--- config.mk ---
export PLATFORM = sky130hd
export DESIGN_NAME = xlat_cache
export DESIGN_NICKNAME = d
export VERILOG_FILES = /design/src/rtl/xlat_pkg.sv /design/src/rtl/xlat_match.sv /design/src/rtl/xlat_victim.sv /design/src/rtl/xlat_cache.sv
export SDC_FILE = /design/constraint.sdc
export NUM_CORES = 1
export LEC_CHECK = 0
export ABC_AREA = 1
export BUFFER_PORTS_ARGS = -buffer_cell sky130_fd_sc_hd__buf_2
export CORE_MARGIN = 2
export CORE_UTILIZATION = 55
export CTS_CLUSTER_SIZE = 14
export DETAILED_ROUTE_END_ITERATION = 10
export PLACE_DENSITY_LB_ADDON = 0.2
export SLEW_MARGIN = 20
export SYNTH_ARGS = -nofsm -noshare
export SYNTH_HDL_FRONTEND = slang
export SYNTH_HIERARCHICAL = 1
export SYNTH_SLANG_ARGS = --single-unit
--- constraint.sdc ---
create_clock -name clk -period 6.1 [get_ports clk]
set_clock_uncertainty 0.05 [all_clocks]
set_input_delay 0.305 -clock clk [delete_from_list [all_inputs] [get_ports clk]]
set_output_delay 0.305 -clock clk [all_outputs]
set_load 0.005 [all_outputs]
--- src/rtl/xlat_pkg.sv ---
package xlat_pkg;
   typedef enum logic [1:0] {
      PG_4K = 2'd0,
      PG_2M = 2'd1,
      PG_1G = 2'd2
   } pg_size_e;

   // number of untranslated low address bits for a size code
   function automatic int unsigned offset_bits(input logic [1:0] sz);
      case (sz)
         2'd1:    return 21;
         2'd2:    return 30;
         default: return 12;
      endcase
   endfunction
endpackage

--- src/rtl/xlat_match.sv ---
module xlat_match
   import xlat_pkg::*;
#(
   parameter int VPN_W = 36
) (
   input  logic             ent_valid,
   input  logic [VPN_W-1:0] ent_tag,
   input  logic [1:0]       ent_size,
   input  logic [VPN_W-1:0] probe_vpn,
   output logic             match
);
   logic [VPN_W-1:0] care;

   always_comb begin
      care  = {VPN_W{1'b1}} << (offset_bits(ent_size) - 12);
      match = ent_valid && (((ent_tag ^ probe_vpn) & care) == '0);
   end
endmodule

--- src/rtl/xlat_victim.sv ---
module xlat_victim #(
   parameter int ENTRIES = 8,
   localparam int IDX_W = $clog2(ENTRIES)
) (
   input  logic             clk,
   input  logic             rst_n,
   input  logic             advance,
   output logic [IDX_W-1:0] ptr
);
   always_ff @(posedge clk or negedge rst_n) begin
      if (!rst_n)       ptr <= '0;
      else if (advance) ptr <= (ptr == IDX_W'(ENTRIES-1)) ? '0 : ptr + 1'b1;
   end

   AST_PTR_ROTATES: assert property (@(posedge clk) disable iff (!rst_n)
      advance |=> (ptr == (($past(ptr) == IDX_W'(ENTRIES-1)) ? '0 : $past(ptr) + 1'b1)));
   AST_PTR_HOLDS: assert property (@(posedge clk) disable iff (!rst_n)
      !advance |=> $stable(ptr));
endmodule

--- src/rtl/xlat_cache.sv ---
module xlat_cache
   import xlat_pkg::*;
#(
   parameter int VA_W    = 48,
   parameter int PA_W    = 40,
   parameter int ENTRIES = 8
) (
   input  logic              clk,
   input  logic              rst_n,
   input  logic              req_valid,
   input  logic [VA_W-1:0]   req_vaddr,
   input  logic              req_write,
   input  logic              req_user,
   output logic              req_ready,
   output logic              resp_valid,
   output logic              resp_hit,
   output logic              resp_fault,
   output logic [PA_W-1:0]   resp_paddr,
   output logic              walk_start,
   output logic              walk_cancel,
   input  logic              walk_done,
   input  logic [PA_W-13:0]  walk_ppn,
   input  logic [1:0]        walk_size,
   input  logic              walk_write_ok,
   input  logic              walk_user_ok,
   input  logic              walk_fault,
   input  logic              flush,
   input  logic              inval_valid,
   input  logic [VA_W-1:0]   inval_vaddr
);
   localparam int VPN_W = VA_W - 12;
   localparam int PPN_W = PA_W - 12;
   localparam int IDX_W = $clog2(ENTRIES);

   if (ENTRIES < 2 || (1 << IDX_W) != ENTRIES)
      $error("ENTRIES must be a power of two of at least 2");
   if (VA_W < 31 || PA_W < 31)
      $error("address widths must cover a 1 GB offset");
   if (PA_W > VA_W)
      $error("PA_W must not exceed VA_W");

   logic [ENTRIES-1:0] vld_q;
   logic [VPN_W-1:0]   tag_q  [ENTRIES];
   logic [PPN_W-1:0]   ppn_q  [ENTRIES];
   logic [1:0]         size_q [ENTRIES];
   logic [ENTRIES-1:0] wok_q, uok_q;

   logic               busy_q;
   logic [VA_W-1:0]    va_q;
   logic               wr_q, usr_q;

   logic [ENTRIES-1:0] look_hit, kill_hit;
   logic               hit_any;
   logic [IDX_W-1:0]   hit_idx;
   logic [IDX_W-1:0]   victim;
   logic               accept, fill, install;

   function automatic logic [PA_W-1:0] compose(input logic [PPN_W-1:0] ppn,
                                               input logic [1:0] sz,
                                               input logic [VA_W-1:0] va);
      logic [PA_W-1:0] keep;
      keep = PA_W'((64'd1 << offset_bits(sz)) - 64'd1);
      return ({ppn, 12'h000} & ~keep) | (va[PA_W-1:0] & keep);
   endfunction

   function automatic logic denied(input logic wr, input logic usr,
                                   input logic wok, input logic uok);
      return (wr && !wok) || (usr && !uok);
   endfunction

   // parallel tag compare, one comparator per entry for lookup and invalidate
   for (genvar i = 0; i < ENTRIES; i++) begin : g_cmp
      xlat_match #(.VPN_W(VPN_W)) u_look (
         .ent_valid(vld_q[i]), .ent_tag(tag_q[i]), .ent_size(size_q[i]),
         .probe_vpn(req_vaddr[VA_W-1:12]), .match(look_hit[i]));
      xlat_match #(.VPN_W(VPN_W)) u_kill (
         .ent_valid(vld_q[i] && inval_valid), .ent_tag(tag_q[i]), .ent_size(size_q[i]),
         .probe_vpn(inval_vaddr[VA_W-1:12]), .match(kill_hit[i]));
   end

   always_comb begin
      hit_any = 1'b0;
      hit_idx = '0;
      for (int i = ENTRIES - 1; i >= 0; i--) begin
         if (look_hit[i]) begin
            hit_any = 1'b1;
            hit_idx = IDX_W'(i);
         end
      end
   end

   assign req_ready   = !busy_q;
   assign accept      = req_valid && !busy_q;
   assign walk_start  = accept;
   assign walk_cancel = accept && hit_any;
   assign fill        = busy_q && walk_done && !walk_fault;
   assign install     = fill && !flush;

   always_comb begin
      resp_valid = 1'b0;
      resp_hit   = 1'b0;
      resp_fault = 1'b0;
      resp_paddr = '0;
      if (accept && hit_any) begin
         resp_valid = 1'b1;
         resp_hit   = 1'b1;
         resp_fault = denied(req_write, req_user, wok_q[hit_idx], uok_q[hit_idx]);
         resp_paddr = compose(ppn_q[hit_idx], size_q[hit_idx], req_vaddr);
      end else if (busy_q && walk_done) begin
         resp_valid = 1'b1;
         resp_fault = walk_fault || denied(wr_q, usr_q, walk_write_ok, walk_user_ok);
         resp_paddr = compose(walk_ppn, walk_size, va_q);
      end
   end

   always_ff @(posedge clk or negedge rst_n) begin
      if (!rst_n) begin
         busy_q <= 1'b0;
         va_q   <= '0;
         wr_q   <= 1'b0;
         usr_q  <= 1'b0;
      end else if (accept && !hit_any) begin
         busy_q <= 1'b1;
         va_q   <= req_vaddr;
         wr_q   <= req_write;
         usr_q  <= req_user;
      end else if (busy_q && walk_done) begin
         busy_q <= 1'b0;
      end
   end

   xlat_victim #(.ENTRIES(ENTRIES)) u_victim (
      .clk(clk), .rst_n(rst_n), .advance(install), .ptr(victim));

   for (genvar i = 0; i < ENTRIES; i++) begin : g_ent
      logic take;
      assign take = install && (victim == IDX_W'(i));

      always_ff @(posedge clk or negedge rst_n) begin
         if (!rst_n)          vld_q[i] <= 1'b0;
         else if (flush)      vld_q[i] <= 1'b0;
         else if (take)       vld_q[i] <= 1'b1;
         else if (kill_hit[i]) vld_q[i] <= 1'b0;
      end

      always_ff @(posedge clk) begin
         if (take) begin
            tag_q[i]  <= va_q[VA_W-1:12];
            ppn_q[i]  <= walk_ppn;
            size_q[i] <= walk_size;
            wok_q[i]  <= walk_write_ok;
            uok_q[i]  <= walk_user_ok;
         end
      end
   end

   AST_CANCEL_ONLY_ON_HIT: assert property (@(posedge clk) disable iff (!rst_n)
      walk_cancel |-> (resp_valid && resp_hit && walk_start));
   AST_MISS_BLOCKS: assert property (@(posedge clk) disable iff (!rst_n)
      (walk_start && !walk_cancel) |=> !req_ready);
   AST_WALK_ANSWERED: assert property (@(posedge clk) disable iff (!rst_n)
      (!req_ready && walk_done) |-> (resp_valid && !resp_hit));
   AST_FLUSH_EMPTIES: assert property (@(posedge clk) disable iff (!rst_n)
      flush |=> (vld_q == '0));
   AST_FAULT_NOT_CACHED: assert property (@(posedge clk) disable iff (!rst_n)
      (!req_ready && walk_done && walk_fault && !flush && !inval_valid)
      |=> (vld_q == $past(vld_q)));
   AST_PERM_HIT_NO_FILL: assert property (@(posedge clk) disable iff (!rst_n)
      (resp_hit && resp_fault) |=> req_ready);
endmodule

==> impl_metrics.csv <==
group,metric,value,unit
run_status,outcome,"finished clean",
sta,tightestPinTransition,1160,ps
die,starting_density_of_the_core,55.6,%
detailed_routing,detailedRoute.firstIterationViolations,2618,
sta,setup_repair_after_global_routing_missed_its_margin,"false",
critical_path,setup_slack_of_the_worst_register_to_register_path,2150,ps
global_routing,grt.overflow.total,0,
detailed_routing,wl_met1,37900,um
synthesis,synth-seq-area-share,52.3,%
synthesis,synthTopCellsByCount,"sky130_fd_sc_hd__nand2_1 (1478), sky130_fd_sc_hd__inv_1 (799), sky130_fd_sc_hd__edfxtp_1 (544)",
synthesis,synth.cell_area,0.0342,mm2
finish,layout.filler_cells,5239,
critical_path,rr_endpoint,"va_q[36]$_DFFE_PN0P_",
detailed_routing,drt_pre_antenna_iters,5,
die,pin_count,183,
die,die_width,253,um
critical_path,ff2ff_path_depth,12,
synthesis,yosys_warnings,6,
placement,portBuffers,170,
placement,detailedPlacementHpwl,60200,um
worst_hold_path,timing.hold.worst.start,"walk_size[0]",
synthesis,synth_async_sr_flop_share,10.2,%
synthesis,post-synth-top-area-cell,"sky130_fd_sc_hd__edfxtp_1",
clock_network,ctsLongestPathBuffers,3,
global_routing,grt_pass1_wl,139000,um
clock_network,root_buffer,"sky130_fd_sc_hd__clkbuf_16",
sta,final_max_slew_viol_count,0,
clock_network,cts_setup_buffers,0,
sta,maxSlewHeadroom,22.2,%
critical_path,timing_worst_setup_path_type,"flip-flop to output port",
global_routing,total_routing_usage_gr,28.9,%
die,design.die.area,0.0642,mm2
detailed_routing,drc,0,
die,dieHeight,253,um
power_and_ir_drop,powerDensity,255,mW/mm2
critical_path,critPathRequiredTime,5740,ps
detailed_routing,drt-total-wl,92400,um
sta,final.setup.tns,0,ps
synthesis,ys_ff_latch,606,
synthesis,synth_enable_flop_cells,544,
job,maxCapViolations,0,
worst_hold_path,hold_wc_path_type,"primary input to flip-flop",
power_and_ir_drop,leakagePower,18.5,nW
synthesis,yosys.area.top_type_share,47.7,%
finish,area.sequential,0.0179,mm2
worst_hold_path,whs_endpoint,"size_q[6][0]$_DFFE_PP_",
sta,finalCriticalPeriod,5730,ps
finish,syn_to_final_growth,13.4,%
finish,final_layout_size_suffix_gt1_share,7.98,%
sta,max_freq,174,MHz
synthesis,syn_nets,4299,
clock_network,numClockSinks,606,
synthesis,yosys.cell_types.count,39,
die,row_count,91,
synthesis,post_synth_main_area_contributors,"sky130_fd_sc_hd__edfxtp_1 (48%), sky130_fd_sc_hd__nand2_1 (16%), sky130_fd_sc_hd__inv_1 (8.8%), sky130_fd_sc_hd__dfrtp_1 (4.5%), sky130_fd_sc_hd__xnor2_1 (3.7%)",
clock_network,tritoncts,"done",
placement,dpl_worst_slack,934,ps
clock_network,clock_tree.htree_level_count,3,
sta,final.setup.worst_slack,369,ps
global_routing,grt_max_degree,82,
synthesis,dominant_synthesized_flop_cell,"sky130_fd_sc_hd__edfxtp_1",
worst_hold_path,holdPathStages,1,
synthesis,yosysMostFrequentCell,"sky130_fd_sc_hd__nand2_1",
clock_network,worst_skew_pair_latency,610,ps
synthesis,cell_count_after_synthesis,4102,
detailed_routing,top_routing_layer_in_use,"met5",
clock_network,cts_inserted_buffers,67,
finish,multiInputGateArea,0.0130,mm2
critical_path,start_kind,"flip-flop",
critical_path,setup.worst_path.end_class,"output port",
global_routing,first_global_vias,24600,
critical_path,worst-endpoint-arrival,5380,ps
detailed_routing,routed-wl-met2,45200,um
sta,fraction_of_the_cycle_the_final_worst_path_needs,94.0,%
die,coreArea,0.0616,mm2
synthesis,postSynthAreaPerCell,8.34,um2
detailed_routing,postRouteAntennaNets,0,
detailed_routing,via_count,26500,
detailed_routing,routed-wl-met3,6400,um
critical_path,r2r-start,"size_q[6][0]$_DFFE_PP_",
detailed_routing,vias_per_cell,5.06,
sta,final-hold-violation-count,0,
sta,final_report_setup_violation_count,0,
detailed_routing,post_drt_wl_per_cell,17.6,um
critical_path,critical_path_peak_fanout,27,
placement,gp_weighted_congestion,0.919,
clock_network,cts.clk_slew.worst_paths,60,ps
finish,design.final.nets,4541,
power_and_ir_drop,worst_ir_drop_vdd,241,uV
global_routing,number_of_antenna_violations_at_the_first_check_in_global_routing,14,
cell usage in the layout (no fill, tap or decap), types with 44 or more instances in the layout:
cell type	netlist	layout
sky130_fd_sc_hd__a21oi_1	59	59
sky130_fd_sc_hd__dlygate4sd3_1	0	46
sky130_fd_sc_hd__ha_1	60	60
sky130_fd_sc_hd__dfrtp_1	62	62
sky130_fd_sc_hd__nor2_1	277	269
sky130_fd_sc_hd__edfxtp_1	544	544
sky130_fd_sc_hd__inv_1	799	799
sky130_fd_sc_hd__o21ai_0	72	72
sky130_fd_sc_hd__clkbuf_16	0	70
sky130_fd_sc_hd__xnor2_1	144	144
sky130_fd_sc_hd__nand3_1	203	203
sky130_fd_sc_hd__nand2_1	1478	1477
sky130_fd_sc_hd__buf_2	30	169
sky130_fd_sc_hd__xor2_1	144	144
sky130_fd_sc_hd__o211ai_1	44	44
layer usage:
layer	GRT usage [%]	vias to the layer above
met2	49.1	900
met1	37.9	12300
met5	0	-
met4	10.6	8
met3	3.78	157
li1	-	13100
kinds of logic (layout without fill, tap and decap cells):
family / after synthesis / after routing / synth area share, %
flip-flops: 606 / 606 / 52.3
adder cells (fa/ha/maj): 60 / 60 / 2.19
buffers and inverters: 880 / 1176 / 9.86
other: 0 / 7 / 0
AO/OA/AOI/OAI: 206 / 206 / 3.53
XOR/XNOR: 288 / 288 / 7.37
AND/OR/NAND/NOR: 2031 / 2031 / 23.7
multiplexers: 31 / 31 / 1.02
cell type report:
type / instances / share of cell area [%]
antenna: 7 / 0.0451
clock buffer: 93 / 4.79
clock inverter: 30 / 0.793
inverter: 813 / 7.88
multi-input combinational: 2616 / 33.6
sequential: 606 / 46.1
tap: 837 / 2.70
timing repair buffer: 240 / 4.10
sequential cells by signal, indices dropped and copies added (netlist names):
name	count
va_q	48
wok_q	8
tag_q	288
u_victim/ptr	3
busy_q	1
usr_q	1
wr_q	1
ppn_q	224
size_q	16
vld_q	8
uok_q	8
worst max-delay path, cell delays in order (launching register included):
cell                         delay [ps]
sky130_fd_sc_hd__edfxtp_1           470
sky130_fd_sc_hd__inv_1              120
sky130_fd_sc_hd__ha_1               220
sky130_fd_sc_hd__inv_1              110
sky130_fd_sc_hd__nand3_1             90
sky130_fd_sc_hd__nand2_1             50
sky130_fd_sc_hd__nor2_1             170
sky130_fd_sc_hd__nand3_1            130
sky130_fd_sc_hd__nor2_1             360
sky130_fd_sc_hd__inv_2               60
sky130_fd_sc_hd__nand2_1             70
sky130_fd_sc_hd__nand2_1             60
sky130_fd_sc_hd__nand2_1             70
sky130_fd_sc_hd__nand2_2             90
sky130_fd_sc_hd__nand2_4            330
sky130_fd_sc_hd__nand2_4            150
sky130_fd_sc_hd__nand2_1             90
sky130_fd_sc_hd__nand3_1             80
sky130_fd_sc_hd__nand2_1             80
sky130_fd_sc_hd__inv_1               40
sky130_fd_sc_hd__o21ai_1            220
sky130_fd_sc_hd__inv_1              100
sky130_fd_sc_hd__ha_1               650
sky130_fd_sc_hd__clkinvlp_4         400
sky130_fd_sc_hd__a21oi_1            200
sky130_fd_sc_hd__nand2_1             70
sky130_fd_sc_hd__nand2_1            140
sky130_fd_sc_hd__buf_2              140
power breakdown:
part           internal (W)  switching (W)
Sequential          0.00478       0.000220
Clock               0.00236        0.00167
Combinational      0.000320       0.000552
timing repair:
action | 4_1_cts | 5_1_grt
hold endpoints to repair | 283 | 0
gates resized for setup | 0 | 2
setup endpoints to repair | 0 | 5
hold buffers | 46 | 0
how the worst max path moves through the flow:
stage	endpoint	slack [ps]	startpoint	cells after the start
3_3_place_gp	resp_paddr[12]	960	req_vaddr[19]	28
3_5_place_dp	resp_paddr[12]	930	req_vaddr[19]	28
5_1_grt	resp_paddr[18]	50	size_q[5][0]$_DFFE_PP_	27
2_1_floorplan	ppn_q[0][0]$_DFFE_PP_	1580	busy_q$_DFFE_PN0P_	6
4_1_cts	resp_paddr[12]	310	size_q[5][0]$_DFFE_PP_	27
6_report	resp_paddr[16]	370	size_q[5][0]$_DFFE_PP_	27
metrics by stage:
| step | util, % | total power, W | cell area, um2 | std cells | hold WS [ps] |
|---|---|---|---|---|---|
| after floorplan | - | 0.00547 | 34200 | 4102 | -40.6 |
| after global placement | 58.7 | 0.00590 | 36100 | 5065 | 291 |
| after detailed placement | 58.7 | 0.00592 | 36100 | 5065 | 288 |
| after CTS | 62.9 | 0.00995 | 38800 | 5234 | 8.84 |
| after global routing | 63.0 | 0.0102 | 38800 | 5241 | 26.4 |
| final | 63.0 | 0.00990 | 38800 | 5242 | 37.5 |
Power figures use the tool's default switching activity.
